`src/rtl/tsc_pkg.sv`:
```
package tsc_pkg;
  // Control word as collected after the start bit, first received bit on top.
  typedef struct packed {
    logic [2:0] chan;
    logic       short_mode;
    logic       single_ended;
    logic [1:0] pd;
  } tsc_cfg_t;

  localparam logic [2:0] CH_Y_AXIS = 3'b001;
  localparam logic [2:0] CH_X_AXIS = 3'b101;
  localparam logic [1:0] PD_AUTO   = 2'b00;
  localparam logic [1:0] PD_FULL   = 2'b11;
endpackage

```
`src/rtl/tsc_rx.sv`:
```
module tsc_rx
  import tsc_pkg::*;
#(
  parameter int RES       = 12,
  parameter int SHORT_RES = 8
) (
  input  logic     clk,
  input  logic     rst,
  input  logic     abort,
  input  logic     rise,
  input  logic     fall,
  input  logic     din,
  output logic     byte_rdy,
  output tsc_cfg_t cfg,
  output logic     acq_on,
  output logic [2:0] acq_chan
);
  localparam int GW = $clog2(RES + 4);
  localparam logic [GW-1:0] GAP_MAX = '1;
  localparam logic [GW-1:0] SPAN_L  = GW'(RES + 3);
  localparam logic [GW-1:0] SPAN_S  = GW'(SHORT_RES + 3);

  logic          active;
  logic [2:0]    idx;
  logic [6:0]    sh;
  logic [GW-1:0] gap;
  logic          last_short;
  logic [GW-1:0] span;
  logic [GW-1:0] gap_inc;

  assign span    = last_short ? SPAN_S : SPAN_L;
  assign gap_inc = (gap == GAP_MAX) ? gap : gap + GW'(1);
  assign cfg     = tsc_cfg_t'(sh);

  always_ff @(posedge clk) begin
    if (rst) begin
      active     <= 1'b0;
      idx        <= '0;
      sh         <= '0;
      gap        <= GAP_MAX;
      last_short <= 1'b0;
      byte_rdy   <= 1'b0;
      acq_on     <= 1'b0;
      acq_chan   <= '0;
    end else if (abort) begin
      active   <= 1'b0;
      idx      <= '0;
      gap      <= GAP_MAX;
      byte_rdy <= 1'b0;
      acq_on   <= 1'b0;
    end else begin
      if (fall && byte_rdy) begin
        byte_rdy <= 1'b0;
        acq_on   <= 1'b0;
      end
      if (rise) begin
        if (active) begin
          sh  <= {sh[5:0], din};
          gap <= gap_inc;
          if (idx == 3'd5) begin
            acq_on   <= 1'b1;
            acq_chan <= sh[3:1];
          end
          if (idx == 3'd7) begin
            byte_rdy   <= 1'b1;
            active     <= 1'b0;
            last_short <= sh[2];
          end else begin
            idx <= idx + 3'd1;
          end
        end else if (din && (gap >= span)) begin
          active <= 1'b1;
          idx    <= 3'd1;
          gap    <= GW'(1);
        end else begin
          gap <= gap_inc;
        end
      end
    end
  end
endmodule

```
`src/rtl/tsc_conv.sv`:
```
module tsc_conv
  import tsc_pkg::*;
#(
  parameter int RES       = 12,
  parameter int SHORT_RES = 8
) (
  input  logic           clk,
  input  logic           rst,
  input  logic           abort,
  input  logic           launch,
  input  logic           fall,
  input  tsc_cfg_t       cfg_in,
  input  logic [RES-1:0] code,
  output logic           dout,
  output logic           busy,
  output logic           active,
  output tsc_cfg_t       cfg_q,
  output logic           cfg_valid
);
  localparam int CW = $clog2(RES);
  localparam logic [CW-1:0] LAST_L = CW'(RES - 1);
  localparam logic [CW-1:0] LAST_S = CW'(SHORT_RES - 1);

  logic [RES-1:0] sh;
  logic [CW-1:0]  cnt;
  logic [CW-1:0]  last;

  assign last = cfg_q.short_mode ? LAST_S : LAST_L;

  always_ff @(posedge clk) begin
    if (rst) begin
      sh        <= '0;
      cnt       <= '0;
      dout      <= 1'b0;
      busy      <= 1'b0;
      active    <= 1'b0;
      cfg_q     <= '{chan: 3'b000, short_mode: 1'b0, single_ended: 1'b1, pd: PD_AUTO};
      cfg_valid <= 1'b0;
    end else if (abort) begin
      dout   <= 1'b0;
      busy   <= 1'b0;
      active <= 1'b0;
      cnt    <= '0;
    end else if (launch) begin
      cfg_q     <= cfg_in;
      cfg_valid <= 1'b1;
      sh        <= code;
      busy      <= 1'b1;
      dout      <= 1'b0;
      active    <= 1'b1;
      cnt       <= '0;
    end else if (fall) begin
      if (active) begin
        busy <= 1'b0;
        dout <= sh[RES-1];
        sh   <= {sh[RES-2:0], 1'b0};
        cnt  <= cnt + CW'(1);
        if (cnt == last) active <= 1'b0;
      end else begin
        dout <= 1'b0;
      end
    end
  end
endmodule

```
`src/rtl/tsc_drv.sv`:
```
module tsc_drv
  import tsc_pkg::*;
(
  input  logic     clk,
  input  logic     rst,
  input  logic     acq_on,
  input  logic [2:0] acq_chan,
  input  logic     conv_active,
  input  tsc_cfg_t cfg_q,
  input  logic     cfg_valid,
  output logic     x_en,
  output logic     y_en,
  output logic     pen_en,
  output logic     yneg_en
);
  logic       idle;
  logic       on;
  logic [2:0] chan;
  logic [1:0] pd_eff;

  always_comb begin
    idle   = !acq_on && !conv_active;
    chan   = acq_on ? acq_chan : cfg_q.chan;
    pd_eff = cfg_valid ? cfg_q.pd : PD_AUTO;
    on     = acq_on
          || (cfg_valid && conv_active && !cfg_q.single_ended)
          || (cfg_valid && !acq_on && (pd_eff == PD_FULL));
  end

  always_ff @(posedge clk) begin
    if (rst) begin
      x_en    <= 1'b0;
      y_en    <= 1'b0;
      pen_en  <= 1'b1;
      yneg_en <= 1'b1;
    end else begin
      x_en    <= on && (chan == CH_X_AXIS);
      y_en    <= on && (chan == CH_Y_AXIS);
      pen_en  <= idle && (pd_eff == PD_AUTO);
      yneg_en <= idle && (pd_eff == PD_AUTO);
    end
  end
endmodule

```
`src/rtl/tsc_seq.sv`:
```
module tsc_seq
  import tsc_pkg::*;
#(
  parameter int RES       = 12,
  parameter int SHORT_RES = 8
) (
  input  logic           clk,
  input  logic           rst,
  input  logic           cs_n,
  input  logic           dclk,
  input  logic           din,
  input  logic [RES-1:0] cmp_code,
  output logic           dout,
  output logic           dout_oe,
  output logic           busy,
  output logic           busy_oe,
  output logic           penirq_en,
  output logic           x_drv_en,
  output logic           y_drv_en,
  output logic           yneg_drv_en
);
  logic       dclk_q;
  logic       rise_evt;
  logic       fall_evt;
  logic       byte_rdy;
  logic       launch;
  logic       acq_on;
  logic [2:0] acq_chan;
  logic       conv_active;
  logic       cfg_valid;
  tsc_cfg_t   rx_cfg;
  tsc_cfg_t   cur_cfg;

  always_ff @(posedge clk) begin
    if (rst) begin
      dclk_q  <= 1'b0;
      dout_oe <= 1'b0;
      busy_oe <= 1'b0;
    end else begin
      dclk_q  <= dclk;
      dout_oe <= !cs_n;
      busy_oe <= !cs_n;
    end
  end

  assign rise_evt = !cs_n && dclk && !dclk_q;
  assign fall_evt = !cs_n && !dclk && dclk_q;
  assign launch   = fall_evt && byte_rdy;

  tsc_rx #(.RES(RES), .SHORT_RES(SHORT_RES)) u_rx (
    .clk(clk), .rst(rst), .abort(cs_n), .rise(rise_evt), .fall(fall_evt),
    .din(din), .byte_rdy(byte_rdy), .cfg(rx_cfg), .acq_on(acq_on),
    .acq_chan(acq_chan)
  );

  tsc_conv #(.RES(RES), .SHORT_RES(SHORT_RES)) u_conv (
    .clk(clk), .rst(rst), .abort(cs_n), .launch(launch), .fall(fall_evt),
    .cfg_in(rx_cfg), .code(cmp_code), .dout(dout), .busy(busy),
    .active(conv_active), .cfg_q(cur_cfg), .cfg_valid(cfg_valid)
  );

  tsc_drv u_drv (
    .clk(clk), .rst(rst), .acq_on(acq_on), .acq_chan(acq_chan),
    .conv_active(conv_active), .cfg_q(cur_cfg), .cfg_valid(cfg_valid),
    .x_en(x_drv_en), .y_en(y_drv_en), .pen_en(penirq_en),
    .yneg_en(yneg_drv_en)
  );
endmodule

```
`config.mk`:
```
export PLATFORM = sky130hd
export DESIGN_NAME = tsc_seq
export DESIGN_NICKNAME = d
export VERILOG_FILES = /design/src/rtl/tsc_pkg.sv /design/src/rtl/tsc_rx.sv /design/src/rtl/tsc_conv.sv /design/src/rtl/tsc_drv.sv /design/src/rtl/tsc_seq.sv
export SDC_FILE = /design/constraint.sdc
export NUM_CORES = 1
export LEC_CHECK = 0
export BUFFER_PORTS_ARGS = -buffer_cell sky130_fd_sc_hd__clkbuf_2
export CAP_MARGIN = 20
export CORE_MARGIN = 2
export CORE_UTILIZATION = 45
export CTS_BUF_LIST = sky130_fd_sc_hd__clkbuf_4 sky130_fd_sc_hd__clkbuf_8 sky130_fd_sc_hd__clkbuf_16
export DETAILED_ROUTE_END_ITERATION = 12
export GPL_TIMING_DRIVEN = 0
export PLACE_DENSITY = 0.66
export SLEW_MARGIN = 20
export SYNTH_ARGS = -nofsm -noshare
export SYNTH_HDL_FRONTEND = slang
export SYNTH_HIERARCHICAL = 1
export SYNTH_SLANG_ARGS = --single-unit
```
`constraint.sdc`:
```
create_clock -name clk -period 2.2 [get_ports clk]
set_input_delay 0.66 -clock clk [delete_from_list [all_inputs] [get_ports clk]]
set_output_delay 0.66 -clock clk [all_outputs]
set_load 0.05 [all_outputs]
```
# Word level (Yosys, flattened, before mapping)
# Index checks and enable logic that the tools add are counted.
# W data, S select, Z words.
dict set report classes {
  add_sub_neg 3
  multipliers 0
  div_mod_pow 0
  order_cmp 1
  eq_ne 8
  shift 0
  n_mux 32
  bitwise_logic 1
  n_reduce_logical 36
}
# operator n
set op_table {}
lappend op_table {{$mux W12} 3}
lappend op_table {{$mux W1} 19}
lappend op_table {{$mux W4} 4}
lappend op_table {{$mux W3} 5}
lappend op_table {{$logic_and A1 B1 Y1} 14}
lappend op_table {{$eq A3 B3 Y1 const B} 3}
lappend op_table {{$reduce_and A3 Y1} 3}
lappend op_table {{$add A4 B1 Y4 const B} 2}
lappend op_table {{$reduce_and A4 Y1} 2}
lappend op_table {{$logic_not A1 Y1} 6}
lappend op_table {{$reduce_and A2 Y1} 3}
lappend op_table {{$reduce_bool A2 Y1} 3}
lappend op_table {{$eq A4 B4 Y1} 1}
lappend op_table {{$eq A4 B4 Y1 const B} 1}
lappend op_table {{$ge A4 B4 Y1} 1}
lappend op_table {{$add A3 B1 Y3 const B} 1}
lappend op_table {{$eq A3 B1 Y1 const B} 1}
lappend op_table {{$reduce_or A3 Y1} 1}
lappend op_table {{$eq A2 B2 Y1 const B} 1}
lappend op_table {{$logic_not A2 Y1} 1}
lappend op_table {{$logic_or A1 B1 Y1} 2}
lappend op_table {{$mux W2} 1}
lappend op_table {{$ne A2 B2 Y1 const B} 1}
lappend op_table {{$reduce_or A2 Y1} 1}
lappend op_table {{$not A1 Y1} 1}
dict set report totals {
  ff_bits 53
  latchBits 0
  ramBits 0
  romBits 0
  input_bits 17
  out_inout_bits 8
  wordCells 104
  mem_count 0
}

# Depth between registers and ports, before layout
# Gate-level depths: netlist of run 1.
dict set report depth {
  word_depth 8
  depth_mapped 7
}

# By module
# The synthesis of run 1 kept the hierarchy.
# module instances cells_each area_each_um2
set by_module_without_submodules {}
lappend by_module_without_submodules {tsc_conv 1 136 1168.6}
lappend by_module_without_submodules {tsc_rx 1 114 975.9}
lappend by_module_without_submodules {tsc_drv 1 18 161.4}
lappend by_module_without_submodules {tsc_seq 1 8 85.1}

# Worst setup path before layout of run 1
# Ideal clock, no wire load.
dict set report synth_path {
  path_type {in2reg}
  from {in cs_n}
  to {reg u_conv.sh[11]}
  setup_ns 0.070
  arrival_ns 2.024
  t_required_ns 2.130
  setup_slack_ns 0.105
  path_stages 5
  path_buffers 1
  cell_sequence {nor3b_1 > a21oi_2 > buf_6 > or3_1 > a21oi_1}
}
dict set report synth_via {
  elab_chain_cells 6
  word_cells_on_any_way 9
  cone_classes {1 x mux; 1 x bitwise; 7 x reduce/logical}
}
# item line_no
set synth_rtl {}
lappend synth_rtl {{start, declared} tsc_seq.sv:9} ;# input logic cs_n,
lappend synth_rtl {{$logic_not A1 Y1} tsc_seq.sv:47} ;# assign fall_evt = !cs_n && !dclk && dclk_q;
lappend synth_rtl {{$logic_and A1 B1 Y1 (2 in a row)} tsc_seq.sv:47}
lappend synth_rtl {{$logic_and A1 B1 Y1} tsc_seq.sv:48} ;# assign launch = fall_evt && byte_rdy;
lappend synth_rtl {{$reduce_bool A2 Y1 (no line)} -}
lappend synth_rtl {{$reduce_and A3 Y1 (no line)} -}
lappend synth_rtl {{end signal, assigned} tsc_conv.sv:47} ;# sh <= code;
lappend synth_rtl {{end signal, assigned} tsc_conv.sv:56} ;# sh <= {sh[RES-2:0], 1'b0};
lappend synth_rtl {{end, declared} tsc_conv.sv:24} ;# logic [RES-1:0] sh;
# Parallel ways exist; a longest one is shown, timed or not.
# A chain may end at the register's enable or synchronous reset.

# Worst setup path in the final report of run 1
dict set report layout_path {
  from {in cs_n}
  to {reg u_conv.sh[11]}
}
dict set report layout_via {
  elab_chain_cells 6
  word_cells_on_any_way 9
  cone_classes {1 x mux; 1 x bitwise; 7 x reduce/logical}
}
# item line_no
set layout_rtl {}
lappend layout_rtl {{$logic_not A1 Y1 (*)} tsc_seq.sv:47}
lappend layout_rtl {{$logic_and A1 B1 Y1 (*) (2 in a row)} tsc_seq.sv:47}
lappend layout_rtl {{$logic_and A1 B1 Y1 (*)} tsc_seq.sv:48}
lappend layout_rtl {{via launch} tsc_seq.sv:26} ;# logic launch;
lappend layout_rtl {{$reduce_bool A2 Y1 (no line)} -}
lappend layout_rtl {{$reduce_and A3 Y1 (no line)} -}
# The timed path passes the listed nets; every way through them passes the cells marked *.

==> results.yml, run 1 <==
outcome:
  status: "completed"
global_route:
  overflow: 0
  track_usage: 0.169
  grt_max_degree: 22
  grt_pass1_vias: 1674
  antenna_found_initial: 0
  grt_pass1_wl_mm: 8.22
clocking:
  cts_tree: "built"
  clkTransAtPathRegs_ps: 90
  cts.sinks: 53
  cts_buffers: 5
  h-tree-depth: 2
  hold_buffers: 0
  root_buffer: "clkbuf_8"
  cts_buffer_depth: 2
  clkLatencyLatePin_ps: 300
  post-cts-setup-buffer-count: 0
sta:
  rsz0062_at_grt: "no"
  fin_crit_ps: 2000
  finalSetupViolCount: 0
  finalWorstSetupSlack_ps: 196
  relSlewSlack: 0.664
  setup_tns_ps: 0
  worstMarginPinSlew_ps: 503
  skew_ps: 6.92
  slew_violations: 0
  holdWs_ps: 456
  period_share: 0.911
  hold_viol_final: 0
  max_freq_mhz: 499
setup_path:
  crit_fanout: 21
  path_buf_inv: 3
  crit_type: "in -> reg"
  start_kind: "primary input"
  crit_path_cell_trace: "clkbuf_2 > and4bb_2 > buf_6 > a21oi_2 > buf_6 > or3_1 > a21oi_1"
  cp_data_required_time_ps: 2420
  critPathTopFamily: "simple AND/OR/NAND/NOR gates"
  cp_slowest_cell: "and4bb_2"
  worstPathArrival_ps: 2230
  crit_top_cell: "buf_6"
  max_stage_delay_ps: 390
  endpoint_kind: "flop"
floorplanning:
  die_area_mm2: 0.00591
  rows: 26
  die_x_um: 76.9
  core_mm2: 0.00511
  die_h_um: 76.9
  initial_core_util: 0.468
  io_pins: 25
placed_design:
  globalplace.congestion: 0.737
  post_dp_cell_area_mm2: 0.00260
  dp_cells: 370
  detailed_place_hpwl_mm: 3.39
  pre_cts_ws_ps: -545
  numPortBuffers: 24
layout:
  num-fill-cells: 521
  final_util: 0.530
  design_area_mm2: 0.00271
  multiInputGateArea_mm2: 0.00122
  drive_gt1_frac: 0.166
  instances_no_fill: 377
  antenna_cells: 0
  nNetsFinal: 330
  seqCellArea_mm2: 0.00106
  syn2layout_area_growth_pct: 13.2
power:
  power_mw: 1.62
  peakVddDrop_mv: 0.309
  power_density_mw_per_mm2: 599
  p_leak_nw: 0.919
logic_synthesis:
  synth_area_leaders: "dfxtp_1, a21oi_1, nand2_1, mux2i_1, o21ai_0"
  synth.top_cell.area_share: 0.444
  synth_flop_cell: "dfxtp_1"
  ys_seq_area_frac: 0.444
  yosys.area.top_type: "dfxtp_1"
  ys_async_sr_fraction: 0
  synth_xor_area_frac: 0.00733
  postSynthRegisterBits: 53
  synthSimpleGateAreaFrac: 0.219
  synth_cells: 276
  synth_area_per_cell_um2: 8.66
  synth-edff-count: 0
  synthMuxAreaShare: 0.0502
  synthAdderAreaFrac: 0.0314
  ys_types: 43
  yosys_warnings: 6
  synth-compound-area-share: 0.195
  synth_fp_nets: 299
  synthesis.area_mm2: 0.00239
  synth_top_family_by_area: "simple AND/OR/NAND/NOR gates"
drt:
  drtIter0Drc: 100
  post-route-drc-count: 0
  dr.pass1.iters: 5
  post_drt_wl_per_cell_um: 13.1
  routed_wl_mm: 4.94
  via_per_inst: 5.23
  vias: 1973
  drtAntennaViolNets: 0
worst_hold_path:
  min_path_type: "reg -> reg"
job:
  drv_cap: 0
==> what timing repair did <==
action / 4_1_cts / 5_1_grt
gates resized for setup: 1 / 4
endpoints found under the hold margin: 0 / 0
cloned: 0 / 0
endpoints found under the setup margin: 13 / 7
==> per-layer routing <==
| metal | global-route usage | wire [µm] |
|---|---|---|
| met3 | 0.0259 | 144 |
| met2 | 0.243 | 2120 |
| met4 | 0.0600 | 36 |
| met1 | 0.255 | 2650 |
| met5 | 0 | 0 |
==> synthesized netlist by cell type (2+ instances only) <==
cell,n
a21oi_1,39
a31oi_1,3
a41oi_1,4
buf_2,2
buf_4,2
buf_6,5
clkbuf_1,6
dfxtp_1,53
ha_1,6
inv_1,5
mux2i_1,12
nand2_1,43
nand2b_1,5
nand3_1,9
nand3b_1,4
nand4_1,3
nor2_1,10
nor2b_1,4
nor3b_1,2
o21ai_0,23
o32a_1,2
or3_1,12
xor2_1,2
==> final timing paths <==
| check | startpoint | to | slack (ps) | cells past startpoint |
|---|---|---|---|---|
| worst min register to register | u_rx/cfg[6]$_SDFFE_PP0P_ | u_conv/cfg_q[6]$_SDFFE_PP0P_ | 460 | 2 |
| worst min-delay path | u_rx/cfg[6]$_SDFFE_PP0P_ | u_conv/cfg_q[6]$_SDFFE_PP0P_ | 460 | 2 |
| worst max-delay path | cs_n | u_conv/sh[11]$_SDFFE_PP0P_ | 200 | 7 |
| worst max register to register | dclk_q$_SDFF_PP0_ | u_conv/sh[11]$_SDFFE_PP0P_ | 530 | 5 |
==> where the power goes <==
part           total, mW  internal [mW]  switching, mW
clock network      0.563          0.263          0.300
logic             0.0922         0.0320         0.0602
registers          0.967          0.962        0.00461
==> area by class of cell <==
cell class | instances | share of cell area
well taps | 70 | 0.0324
multi-input cells | 202 | 0.451
flip-flops and latches | 53 | 0.392
repair buffers | 24 | 0.0444
plain buffers | 15 | 0.0388
inverters | 6 | 0.00832
clock buffers | 7 | 0.0333
==> worst reg2reg max path, delay by kind of cell (launching register included) <==
kind / cells / cell delay (ps)
and+or+nand+nor: 2 / 730
AOI/OAI and AO/OA: 2 / 320
DFF: 1 / 380
buffers and inverters: 1 / 160
==> cell usage in the layout (no fill, tap or decap), types with 5 or more instances in the layout <==
master	count
nand2_1	43
o21ai_0	23
nand2b_1	5
clkbuf_1	5
dfxtp_1	53
inv_1	5
or3_1	12
ha_1	6
buf_6	5
nand3_1	9
clkbuf_8	6
mux2i_1	12
nor2_1	10
clkbuf_2	25
a21oi_1	39
==> kinds of logic (layout without fill, tap and decap cells) <==
family	Yosys count	after routing
xor+xnor	2	2
mux	12	12
fa+ha+maj	6	6
simple gates	102	102
flops	53	53
compound gates	80	80
buf+inv	21	52
==> flip-flops by register name, indices dropped and copies added, names as in the netlist, 3 cells and up <==
register,count
u_conv/cnt,4
u_rx/cfg,7
u_conv/sh,12
u_rx/acq_chan,3
u_conv/cfg_q,7
u_rx/gap,4
u_rx/idx,3
No activity file was read; power rests on OpenSTA's default activity.
==> run 2, diff against run 1 <==
Settings changed: PLACE_DENSITY 0.66 to default, RECOVER_POWER from default to 25.
Clock period 2.2 ns to 1.9 ns, I/O delays scaled along.
==> run 2 against run 1 <==
Net effect:
- combinational power up 17%
- clock power increased by 15%
- via count increased by 1.5%
- non-clock buffer count increased by 2
- hold slack improved by 5.4 ps
- final cell count grew 0.53%
- largest cell class unchanged
- highest routed layer unchanged
==> results.yml, run 2 (synthesis results as in run 1) <==
outcome:
  status: "completed"
power:
  power_mw: 1.87
  peakVddDrop_mv: 0.444
  power_density_mw_per_mm2: 692
  p_leak_nw: 0.904
drt:
  drtAntennaViolNets: 0
  post-route-drc-count: 0
  vias: 2003
  dr.pass1.iters: 4
  post_drt_wl_per_cell_um: 13.4
  via_per_inst: 5.28
  drtIter0Drc: 48
  routed_wl_mm: 5.07
floorplanning:
  die_x_um: 76.9
  rows: 26
  initial_core_util: 0.468
  io_pins: 25
  die_h_um: 76.9
  die_area_mm2: 0.00591
  core_mm2: 0.00511
setup_path:
  rr_startpoint: "dclk_q$_SDFF_PP0_"
  crit_type: "in -> reg"
  r2r_setup_slack_ps: 270
  start_kind: "primary input"
  r2r-end: "u_conv/sh[11]$_SDFFE_PP0P_"
  endpoint_kind: "flop"
  rr_worst_depth: 5
  cp_data_required_time_ps: 2120
  worstPathArrival_ps: 2030
  startpoint: "cs_n"
  crit_fanout: 21
clocking:
  cts_tree: "built"
  clkLatencyLatePin_ps: 300
  root_buffer: "clkbuf_8"
  clkTransAtPathRegs_ps: 90
  cts_buffers: 5
  h-tree-depth: 2
  cts.sinks: 53
  cts_buffer_depth: 2
sta:
  max_freq_mhz: 554
  hold_viol_final: 0
  period_share: 0.950
  holdWs_ps: 461
  skew_ps: 6.62
  slew_violations: 0
  finalWorstSetupSlack_ps: 95.6
  rsz0062_at_grt: "no"
  worstMarginPinSlew_ps: 600
  relSlewSlack: 0.601
  finalSetupViolCount: 0
  fin_crit_ps: 1800
global_route:
  grt_pass1_wl_mm: 8.72
  met1_usage: 0.269
  overflow: 0
  globalRouteMet3Util: 0.0388
  grt_max_degree: 22
  grt_pass1_vias: 1829
  grt.busiest_layer: "met1"
  track_usage: 0.182
  grtUsageMet2: 0.267
  antenna_found_initial: 0
layout:
  syn2layout_area_growth_pct: 13.2
  final_common_cell: "dfxtp_1"
  antenna_cells: 0
  top_register: "u_conv/sh"
  final_cell_mix: "dfxtp_1, nand2_1, a21oi_1, o21ai_0, clkbuf_2"
  nNetsFinal: 332
  design_area_mm2: 0.00271
  final_util: 0.530
  drive_gt1_frac: 0.142
  largest_register_ffs: 12
placed_design:
  detailed_place_hpwl_mm: 3.55
  numPortBuffers: 24
  post_dp_cell_area_mm2: 0.00260
  pre_cts_ws_ps: -450
  globalplace.congestion: 0.776
worst_hold_path:
  min_path_type: "reg -> reg"
  hold_path_depth: 2
  hp-start: "u_conv/cfg_q[6]$_SDFFE_PP0P_"
  hold_end: "u_conv/cfg_q[6]$_SDFFE_PP0P_"
job:
  drv_cap: 0
## run 2: cell types whose count changed in the layout (fill, tap and decap cells not counted), sizes merged
| cell | delta |
|---|---|
| buf | +1 |
| clkbuf | +1 |
## run 2: worst max path at each step
stage	endpoint	slack, ps	cells after the start
6_report	u_conv/sh[11]$_SDFFE_PP0P_	100	7
5_1_grt	u_conv/sh[3]$_SDFFE_PP0P_	6	7
4_1_cts	u_conv/sh[11]$_SDFFE_PP0P_	80	6
3_5_place_dp	u_conv/sh[11]$_SDFFE_PP0P_	-450	6
3_3_place_gp	u_conv/sh[2]$_SDFFE_PP0P_	-440	6
2_1_floorplan	u_conv/sh[11]$_SDFFE_PP0P_	150	5
## run 2: repair_timing
action / 4_1_cts / 5_1_grt
gates resized for setup: 4 / 0
hold buffers: 0 / 0
buffers inserted: 0 / 2
pin swaps: 0 / 1
setup endpoints to repair: 15 / 2
## run 2: routing by layer
metal,share of wire,vias up,routed length [µm]
li1,-,1038,-
met1,0.53,941,2670
met2,0.44,19,2230
met3,0.025,5,128
met4,0.0079,0,40
met5,0,-,0
## run 2: cell type report
cell class / instances / area (µm²)
fill: 518 / 2400
inverter: 6 / 22.5
buffer: 15 / 104
tap: 70 / 87.6
timing repair buffer: 26 / 129
multi-input combinational: 202 / 1210
sequential: 53 / 1060
clock buffer: 7 / 90.1
## run 2: stage by stage
stage / setup TNS (ps) / instances
after global placement: -11850 / 370
after CTS: 0 / 377
after global routing: 0 / 379
after detailed placement: -12240 / 370
after floorplan: 0 / 276
final: 0 / 379
## run 2: power breakdown
part           total, mW  leakage, nW  internal [mW]  switching (mW)
clock              0.646       0.0477          0.304           0.342
combinational      0.108        0.428         0.0380          0.0696
sequential          1.12        0.428           1.11         0.00522
## run 2: worst max-delay path: stages
cell	delay (ps)
clkbuf_4	220
and4bb_2	340
buf_6	160
a21oi_2	70
buf_6	160
or3_1	340
a21oi_1	170
